### src/rtl/brl_pkg.sv
package brl_pkg;

  // Span code captured at burst start
  typedef enum logic [1:0] {
    SPAN_NONE = 2'b00,
    SPAN_4    = 2'b01,
    SPAN_8    = 2'b10,
    SPAN_16   = 2'b11
  } span_code_e;

  localparam int unsigned SPAN_LSB_W = 4;

  // Low-bit mask whose all-zero pattern marks a span boundary
  function automatic logic [SPAN_LSB_W-1:0] span_mask(span_code_e code);
    logic [SPAN_LSB_W-1:0] m;
    unique case (code)
      SPAN_4:  m = 4'b0011;
      SPAN_8:  m = 4'b0111;
      SPAN_16: m = 4'b1111;
      default: m = 4'b0000;
    endcase
    return m;
  endfunction

  // True when a count value lands on a boundary of the given span
  function automatic logic on_boundary(logic [SPAN_LSB_W-1:0] cnt_lsb, span_code_e code);
    return (code != SPAN_NONE) && ((cnt_lsb & span_mask(code)) == '0);
  endfunction

endpackage

### src/rtl/brl_beat_track.sv
module brl_beat_track
  import brl_pkg::*;
#(
  parameter int unsigned BEAT_W = 8
) (
  input  logic              clk_i,
  input  logic              rst_ni,
  input  logic              start_i,
  input  logic              beat_i,
  input  logic              incr_i,
  input  logic [1:0]        code_i,
  output logic              beat_evt_o,
  output span_code_e        code_q_o,
  output logic              incr_q_o,
  output logic [BEAT_W-1:0] cnt_q_o
);

  localparam logic [BEAT_W-1:0] ONE = BEAT_W'(1);

  logic [BEAT_W-1:0] cnt_q, cnt_d, cnt_inc;
  span_code_e        code_q;
  logic              incr_q;

  assign cnt_inc = cnt_q + ONE;

  always_comb begin
    cnt_d = cnt_q;
    if (start_i)
      cnt_d = beat_i ? ONE : '0;
    else if (beat_i)
      cnt_d = cnt_inc;
  end

  // Only beats inside a running burst can close a span; the start beat is beat 1
  assign beat_evt_o = !start_i && beat_i && incr_q &&
                      on_boundary(cnt_inc[SPAN_LSB_W-1:0], code_q);

  always_ff @(posedge clk_i or negedge rst_ni) begin
    if (!rst_ni) begin
      cnt_q  <= '0;
      code_q <= SPAN_NONE;
      incr_q <= 1'b0;
    end else begin
      cnt_q <= cnt_d;
      if (start_i) begin
        code_q <= span_code_e'(code_i);
        incr_q <= incr_i;
      end
    end
  end

  assign code_q_o = code_q;
  assign incr_q_o = incr_q;
  assign cnt_q_o  = cnt_q;

endmodule

### src/rtl/brl_slot_timer.sv
module brl_slot_timer #(
  parameter int unsigned SLOT_W = 8
) (
  input  logic              clk_i,
  input  logic              rst_ni,
  input  logic              start_i,
  input  logic [SLOT_W-1:0] limit_i,
  input  logic              done_i,
  output logic              slot_evt_o,
  output logic              expired_o,
  output logic              armed_o,
  output logic [SLOT_W-1:0] cnt_q_o
);

  logic [SLOT_W-1:0] cnt_q;
  logic              armed_q;
  logic              spent_q;

  assign expired_o  = armed_q && (cnt_q == '0);
  assign slot_evt_o = !start_i && expired_o && done_i && !spent_q;

  always_ff @(posedge clk_i or negedge rst_ni) begin
    if (!rst_ni) begin
      cnt_q   <= '0;
      armed_q <= 1'b0;
      spent_q <= 1'b0;
    end else if (start_i) begin
      cnt_q   <= limit_i;
      armed_q <= (limit_i != '0);
      spent_q <= 1'b0;
    end else begin
      if (cnt_q != '0)
        cnt_q <= cnt_q - 1'b1;
      if (slot_evt_o)
        spent_q <= 1'b1;
    end
  end

  assign armed_o = armed_q;
  assign cnt_q_o = cnt_q;

endmodule

### src/rtl/brl_pulse_merge.sv
module brl_pulse_merge (
  input  logic clk_i,
  input  logic rst_ni,
  input  logic beat_evt_i,
  input  logic slot_evt_i,
  output logic pulse_o
);

  logic pulse_q;

  always_ff @(posedge clk_i or negedge rst_ni) begin
    if (!rst_ni) pulse_q <= 1'b0;
    else         pulse_q <= beat_evt_i | slot_evt_i;
  end

  assign pulse_o = pulse_q;

endmodule

### src/rtl/burst_rearb_limiter.sv
module burst_rearb_limiter
  import brl_pkg::*;
#(
  parameter int unsigned SLOT_W = 8,
  parameter int unsigned BEAT_W = 8
) (
  input  logic              clk_i,
  input  logic              rst_ni,
  input  logic              burst_start_i,
  input  logic              beat_valid_i,
  input  logic              burst_incr_i,
  input  logic [1:0]        len_sel_i,
  input  logic [SLOT_W-1:0] slot_limit_i,
  input  logic              xfer_done_i,
  output logic              rearb_o
);

  // Named internal events, exposed for the bound checker
  logic              beat_evt;
  logic              slot_evt;
  logic              slot_expired;
  logic              slot_armed;
  logic [SLOT_W-1:0] slot_cnt;
  logic [BEAT_W-1:0] beat_cnt;
  span_code_e        span_q;
  logic              incr_q;

  brl_beat_track #(.BEAT_W(BEAT_W)) u_beat (
    .clk_i      (clk_i),
    .rst_ni     (rst_ni),
    .start_i    (burst_start_i),
    .beat_i     (beat_valid_i),
    .incr_i     (burst_incr_i),
    .code_i     (len_sel_i),
    .beat_evt_o (beat_evt),
    .code_q_o   (span_q),
    .incr_q_o   (incr_q),
    .cnt_q_o    (beat_cnt)
  );

  brl_slot_timer #(.SLOT_W(SLOT_W)) u_slot (
    .clk_i      (clk_i),
    .rst_ni     (rst_ni),
    .start_i    (burst_start_i),
    .limit_i    (slot_limit_i),
    .done_i     (xfer_done_i),
    .slot_evt_o (slot_evt),
    .expired_o  (slot_expired),
    .armed_o    (slot_armed),
    .cnt_q_o    (slot_cnt)
  );

  brl_pulse_merge u_merge (
    .clk_i      (clk_i),
    .rst_ni     (rst_ni),
    .beat_evt_i (beat_evt),
    .slot_evt_i (slot_evt),
    .pulse_o    (rearb_o)
  );

endmodule

### config.mk
export PLATFORM = sky130hd
export DESIGN_NAME = burst_rearb_limiter
export DESIGN_NICKNAME = d
export VERILOG_FILES = /design/src/rtl/brl_pkg.sv /design/src/rtl/brl_beat_track.sv /design/src/rtl/brl_slot_timer.sv /design/src/rtl/brl_pulse_merge.sv /design/src/rtl/burst_rearb_limiter.sv
export SDC_FILE = /design/constraint.sdc
export NUM_CORES = 1
export LEC_CHECK = 0
export BUFFER_PORTS_ARGS = -buffer_cell sky130_fd_sc_hd__buf_2
export CORE_MARGIN = 4
export CORE_UTILIZATION = 30
export DETAILED_ROUTE_END_ITERATION = 12
export PLACE_DENSITY = 0.52
export SYNTH_ARGS = -nofsm -noshare
export SYNTH_HDL_FRONTEND = slang
export SYNTH_SLANG_ARGS = --single-unit
export TNS_END_PERCENT = 20
### constraint.sdc
create_clock -name clk_i -period 2.1 [get_ports clk_i]
set_input_delay 0.42 -clock clk_i [delete_from_list [all_inputs] [get_ports clk_i]]
set_output_delay 0.42 -clock clk_i [all_outputs]
set_load 0.005 [all_outputs]
After elaboration in Yosys (flattened, before gate mapping)
Index checks and enable logic that the tools add are counted.
- register bits after elaboration: 22
- input port bits: 16
- output and inout bits: 1
- add/sub/neg operators: 2
- equality and inequality tests: 3
- multiplexer cells: 8
- bitwise operators: 2
- reductions and logical operators: 18
- operators by type and width (kind ; count):
    $mux 8 ; 4
    $reduce_bool 8->1 ; 2
    $pmux 4 s3 ; 1
    $add 8x1->8 const B ; 1
    $logic_and 1x1->1 ; 8
    $logic_not 8->1 ; 1
    $reduce_bool 2->1 ; 4
    $sub 8x1->8 const B ; 1
    $and 4x4->4 ; 1
    $eq 2x2->1 const B ; 2
    $logic_not 4->1 ; 1
    $mux 1 ; 3
    $eq 2x1->1 const B ; 1
    $logic_not 1->1 ; 2
    $or 1x1->1 ; 1

Depth between registers and ports, before layout
- depth in word-level cells: 7
- gate-level depth with buffers: 7
- gate-level depth less buffers: 6

Hierarchy
From an unflattened synthesis, not the netlist that was laid out.
- cell total of the unflattened synthesis: 121
- area total of the unflattened synthesis: 1183.6 um2
- by module, submodules not included (module ; instances ; cells an instance ; area an instance (um2)):
    brl_slot_timer ; 1 ; 67 ; 595.6
    brl_beat_track ; 1 ; 52 ; 556.8
    brl_pulse_merge ; 1 ; 2 ; 31.3

Least setup slack after synthesis
OpenSTA, ideal clock, no wires.
- path kind: reg2reg
- start: register u_slot.cnt_q[0], in the netlist u_slot.cnt_q_o[0]
- end: register u_slot.cnt_q[1], in the netlist u_slot.cnt_q_o[1]
- library setup time: 0.077 ns
- arrival time: 1.481 ns
- data required time: 2.023 ns
- path slack: 0.543 ns
- stages on the path, launching flop included: 8
- path buffers: 1
- cell sequence: dfrtp_1 > inv_1 > ha_1 > nor3b_2 > and2_1 > buf_6 > mux2_1 > o21ai_1
- longest elaborated chain between the ends: 3
- ends and longest elaborated chain (element ; RTL line ; source):
    start, declared ; brl_slot_timer.sv:15 ; logic [SLOT_W-1:0] cnt_q;
    start signal, assigned ; brl_slot_timer.sv:28 ; cnt_q <= limit_i;
    start signal, assigned ; brl_slot_timer.sv:33 ; cnt_q <= cnt_q - 1'b1;
    $sub 8x1->8 ; brl_slot_timer.sv:33 ;
    $mux 8 ; brl_slot_timer.sv:32 ; if (cnt_q != '0)
    $mux 8 ; brl_slot_timer.sv:27 ; end else if (start_i) begin
Several ways; a longest one is shown, not always the timed one. The select of a mux whose other input is x is not followed.
A chain may end at the register's enable or synchronous reset.

Final worst setup path
Same ends and word-level chain as after synthesis.

==> results summary <==
The run finished with clean final reports. The worst-path maximum fanout came out at 6. The overall die area came out at 4170 sq um. The number of antenna violations at the first check in global routing came out at 0.

Hold repair after CTS inserted 0 buffers. The buffer and inverter count on the worst path came out at 1. The site row count is 20. Buffers inserted during clock tree synthesis total 3. Once layout is complete, the cells apart from fillers number 153.

The pin count of the biggest net entering global routing came out at 28. The number of antenna repair diodes came out at 0. The count of pins on the block boundary is 17. The count of final max-slew check failures is 0. TritonCTS built the clock tree. After synthesis, the cell types taking the most area are dfrtp_1 (47%), nand2_1 (5.1%), mux2i_1 (4.2%). The post-cts gate resize count is 0.

The routed design has 1760 um of wire. For the worst setup path, the data arrival time is 1.98 ns. The buffer depth of the longest clock path came out at 2.

In this run the remaining antenna-violating nets after routing total 0. At the end of routability-driven placement, the weighted congestion stood at 0.753. The net count reported at finish came out at 130. The HPWL after detailed placement is 1400 um.

The sequential share of the synthesized area came out at 0.469. Among cell families on the critical path, the largest total delay comes from simple AND/OR/NAND/NOR gates. The wire length per cell after detailed routing came out at 11.5 um. met2 is the most crowded layer. The share of synthesized area in the top cell type comes to 0.469. The net count after synthesis is 113. The largest total area in the synthesized netlist belongs to dfrtp_1. The count of max-cap constraint violations is 0.

Data on the critical path is required at its endpoint by 2.31 ns. The source-to-sink clock delay at the later pin of the worst-skew pair came out at 0.28 ns. In the global route stage, met1 resource usage came out at 0.113. The clock root buffer master is clkbuf_4. The area overhead of the layout relative to synthesis came out at 14.1%.

The worst setup path is launched from a register. The final-report hold violation count came out at 0. By startpoint and endpoint, the worst setup path is classified as reg2reg.

The signal on the critical path passes through inv_1 -> ha_1 -> nor3b_2 -> and2_1 -> mux2_1 -> o21ai_1. The H-tree depth reported by CTS came out at 1. For met2 alone, demand over resource in global routing was 0.188. Summed over all cells, the static leakage comes to 0.474 nW. The worst setup skew after layout is 0.00578 ns. The cell area after technology mapping came out at 960 sq um. The share of cells above drive strength 1 is 0.239. The cell count after synthesis came out at 94.

The largest stage delay on the critical path came out at 0.39 ns. The number of different library cells in the post-synthesis netlist came out at 30. The highest attainable clock frequency came out at 565 MHz.

The average via count per standard cell came out at 4.56. In the layout the commonest cells are dfrtp_1 (18), buf_2 (16), nand2_1 (13). Including well taps, the total number of placed cells is 150. The critical path capture point type is a register.

The total overflow reported by the global router came out at 0. After the first detailed-routing iteration, the DRC count stood at 39. Setup repair after global routing left no endpoint under its margin. The period utilization came out at 0.844. The total global routing track utilization came out at 0.0996. The filler cells instantiated in the layout total 324. The number of setup violations in the final report is 0. In this run the horizontal extent of the chip is 64.6 um. The floorplan step set the die height to 64.6 um. The first-pass GRT wire length came out at 3350 um. The number of global-route vias before repair was 756. The starting density of the core is 0.314.

For this run, the detailed router's first-pass iteration total came to 4. Adding up every negative setup slack in the final design gives 0 ns. The Yosys step of the flow raised 0 warnings. In this run the tightest slew margin relative to its limit is 0.692. The number of clock sinks seen by CTS came out at 18. Hold is met by 0.0450 ns.

The post-CTS clock slew at the launch and capture registers of the worst setup and hold paths came out at 0.10 ns. Summing internal, switching and leakage power gives 0.000729 W. The most common cell after layout, fill and taps aside is dfrtp_1. The slowest stage of the critical path is the dfrtp_1 cell. The path type of the worst min-delay path is in2async.

The placeable core area came out at 3050 sq um. The pin slew with the least headroom to its limit is 0.459 ns. The total of buffers placed on input and output ports is 16. The smallest clock period supported by the final layout is computed as 1.77 ns. The total power per unit cell area came out at 666 nW/um^2. In this run the mean area of a mapped cell was 10.2 sq um.

In this run, synthesis produced a sequential element count of 18. Summing over every cut layer, the via total after detailed routing is 697. The total DRC errors in the routed layout is 0. The worst IR drop on VDD is 342 uV. The global-route track usage on met3 is 0.0312.

The total setup buffers inserted after CTS is 0.
layout make-up:
type,instances,area (sq um),share of cell area
multi-input combinational,68,472,0.431
sequential,18,450,0.411
inverter,4,15.0,0.0137
tap,44,55.1,0.0503
clock buffer,3,22.5,0.0206
timing repair buffer,16,80.1,0.0731
where the power goes:
| group | internal [W] | switching [W] | leakage, nW |
|---|---|---|---|
| Clock | 0.0000665 | 0.0000968 | 0.0138 |
| Sequential | 0.000381 | 0.0000362 | 0.221 |
| Combinational | 0.0000733 | 0.0000758 | 0.240 |
| Total | 0.000520 | 0.000209 | 0.474 |
kinds of logic (layout without fill, tap and decap cells):
group,count (synthesis),in the layout,share of synthesized area
adder cells (fa/ha/maj),3,3,0.0391
AO/OA/AOI/OAI,16,16,0.115
multiplexers,8,8,0.0887
flip-flops,18,18,0.469
buffers and inverters,8,23,0.0391
XOR/XNOR,7,7,0.0639
AND/OR/NAND/NOR,34,34,0.185
sequential cells by signal, summed over array words and instances (netlist names):
| signal | flops |
|---|---|
| u_slot.armed_o | 1 |
| u_beat.code_q_o | 2 |
| u_slot.cnt_q_o | 8 |
| u_beat.incr_q_o | 1 |
| u_slot.spent_q | 1 |
| u_beat.cnt_q_o | 4 |
| u_merge.pulse_o | 1 |
per-stage QoR:
stage	setup slack (ns)	instance area (sq um)	util
after global routing	0.201	1090	0.359
after CTS	0.290	1090	0.359
after global placement	0.416	1070	0.351
after detailed placement	0.323	1070	0.351
final	0.329	1090	0.359
after floorplan	0.543	960	-
synth_stat cells:
cell type,count
xnor2_1,4
nand2_1,13
o32ai_2,1
ha_1,3
dfrtp_1,18
o31ai_1,3
nand3_2,1
buf_6,1
a21oi_1,2
nor2_1,8
xor2_1,3
or3_1,1
a31o_1,1
a22oi_1,1
and2_1,1
mux2i_1,4
nand4_1,1
a211oi_1,1
nor3_1,1
mux2_2,3
nand4b_1,1
clkbuf_1,3
nor4_1,3
nor4_2,1
inv_1,4
o21ai_1,5
nand2b_1,2
nor3b_2,1
a31oi_1,2
mux2_1,1
per-layer routing:
layer | up-vias | part of all wire | wire length [um]
met5 | - | 0 | 0
met4 | 0 | 0 | 0
met3 | 0 | 0.022 | 39
met2 | 4 | 0.54 | 957
met1 | 332 | 0.43 | 764
li1 | 361 | - | -
path summary, 6_finish.rpt:
path / slack [ns] / depth (start not counted) / startpoint / to
min in group clk_i: 0.36 / 2 / len_sel_i[0] / u_beat.code_q_o[0]
min reg2reg: 0.49 / 1 / u_slot.spent_q / u_merge.pulse_o
min: 0.05 / 1 / rst_ni / u_beat.incr_q_o
max: 0.33 / 6 / u_slot.cnt_q_o[0] / u_slot.cnt_q_o[1]
max in group asynchronous: 1.77 / 1 / rst_ni / u_slot.cnt_q_o[4]
max reg2reg: 0.33 / 6 / u_slot.cnt_q_o[0] / u_slot.cnt_q_o[1]
(Power assumes the default switching activity.)
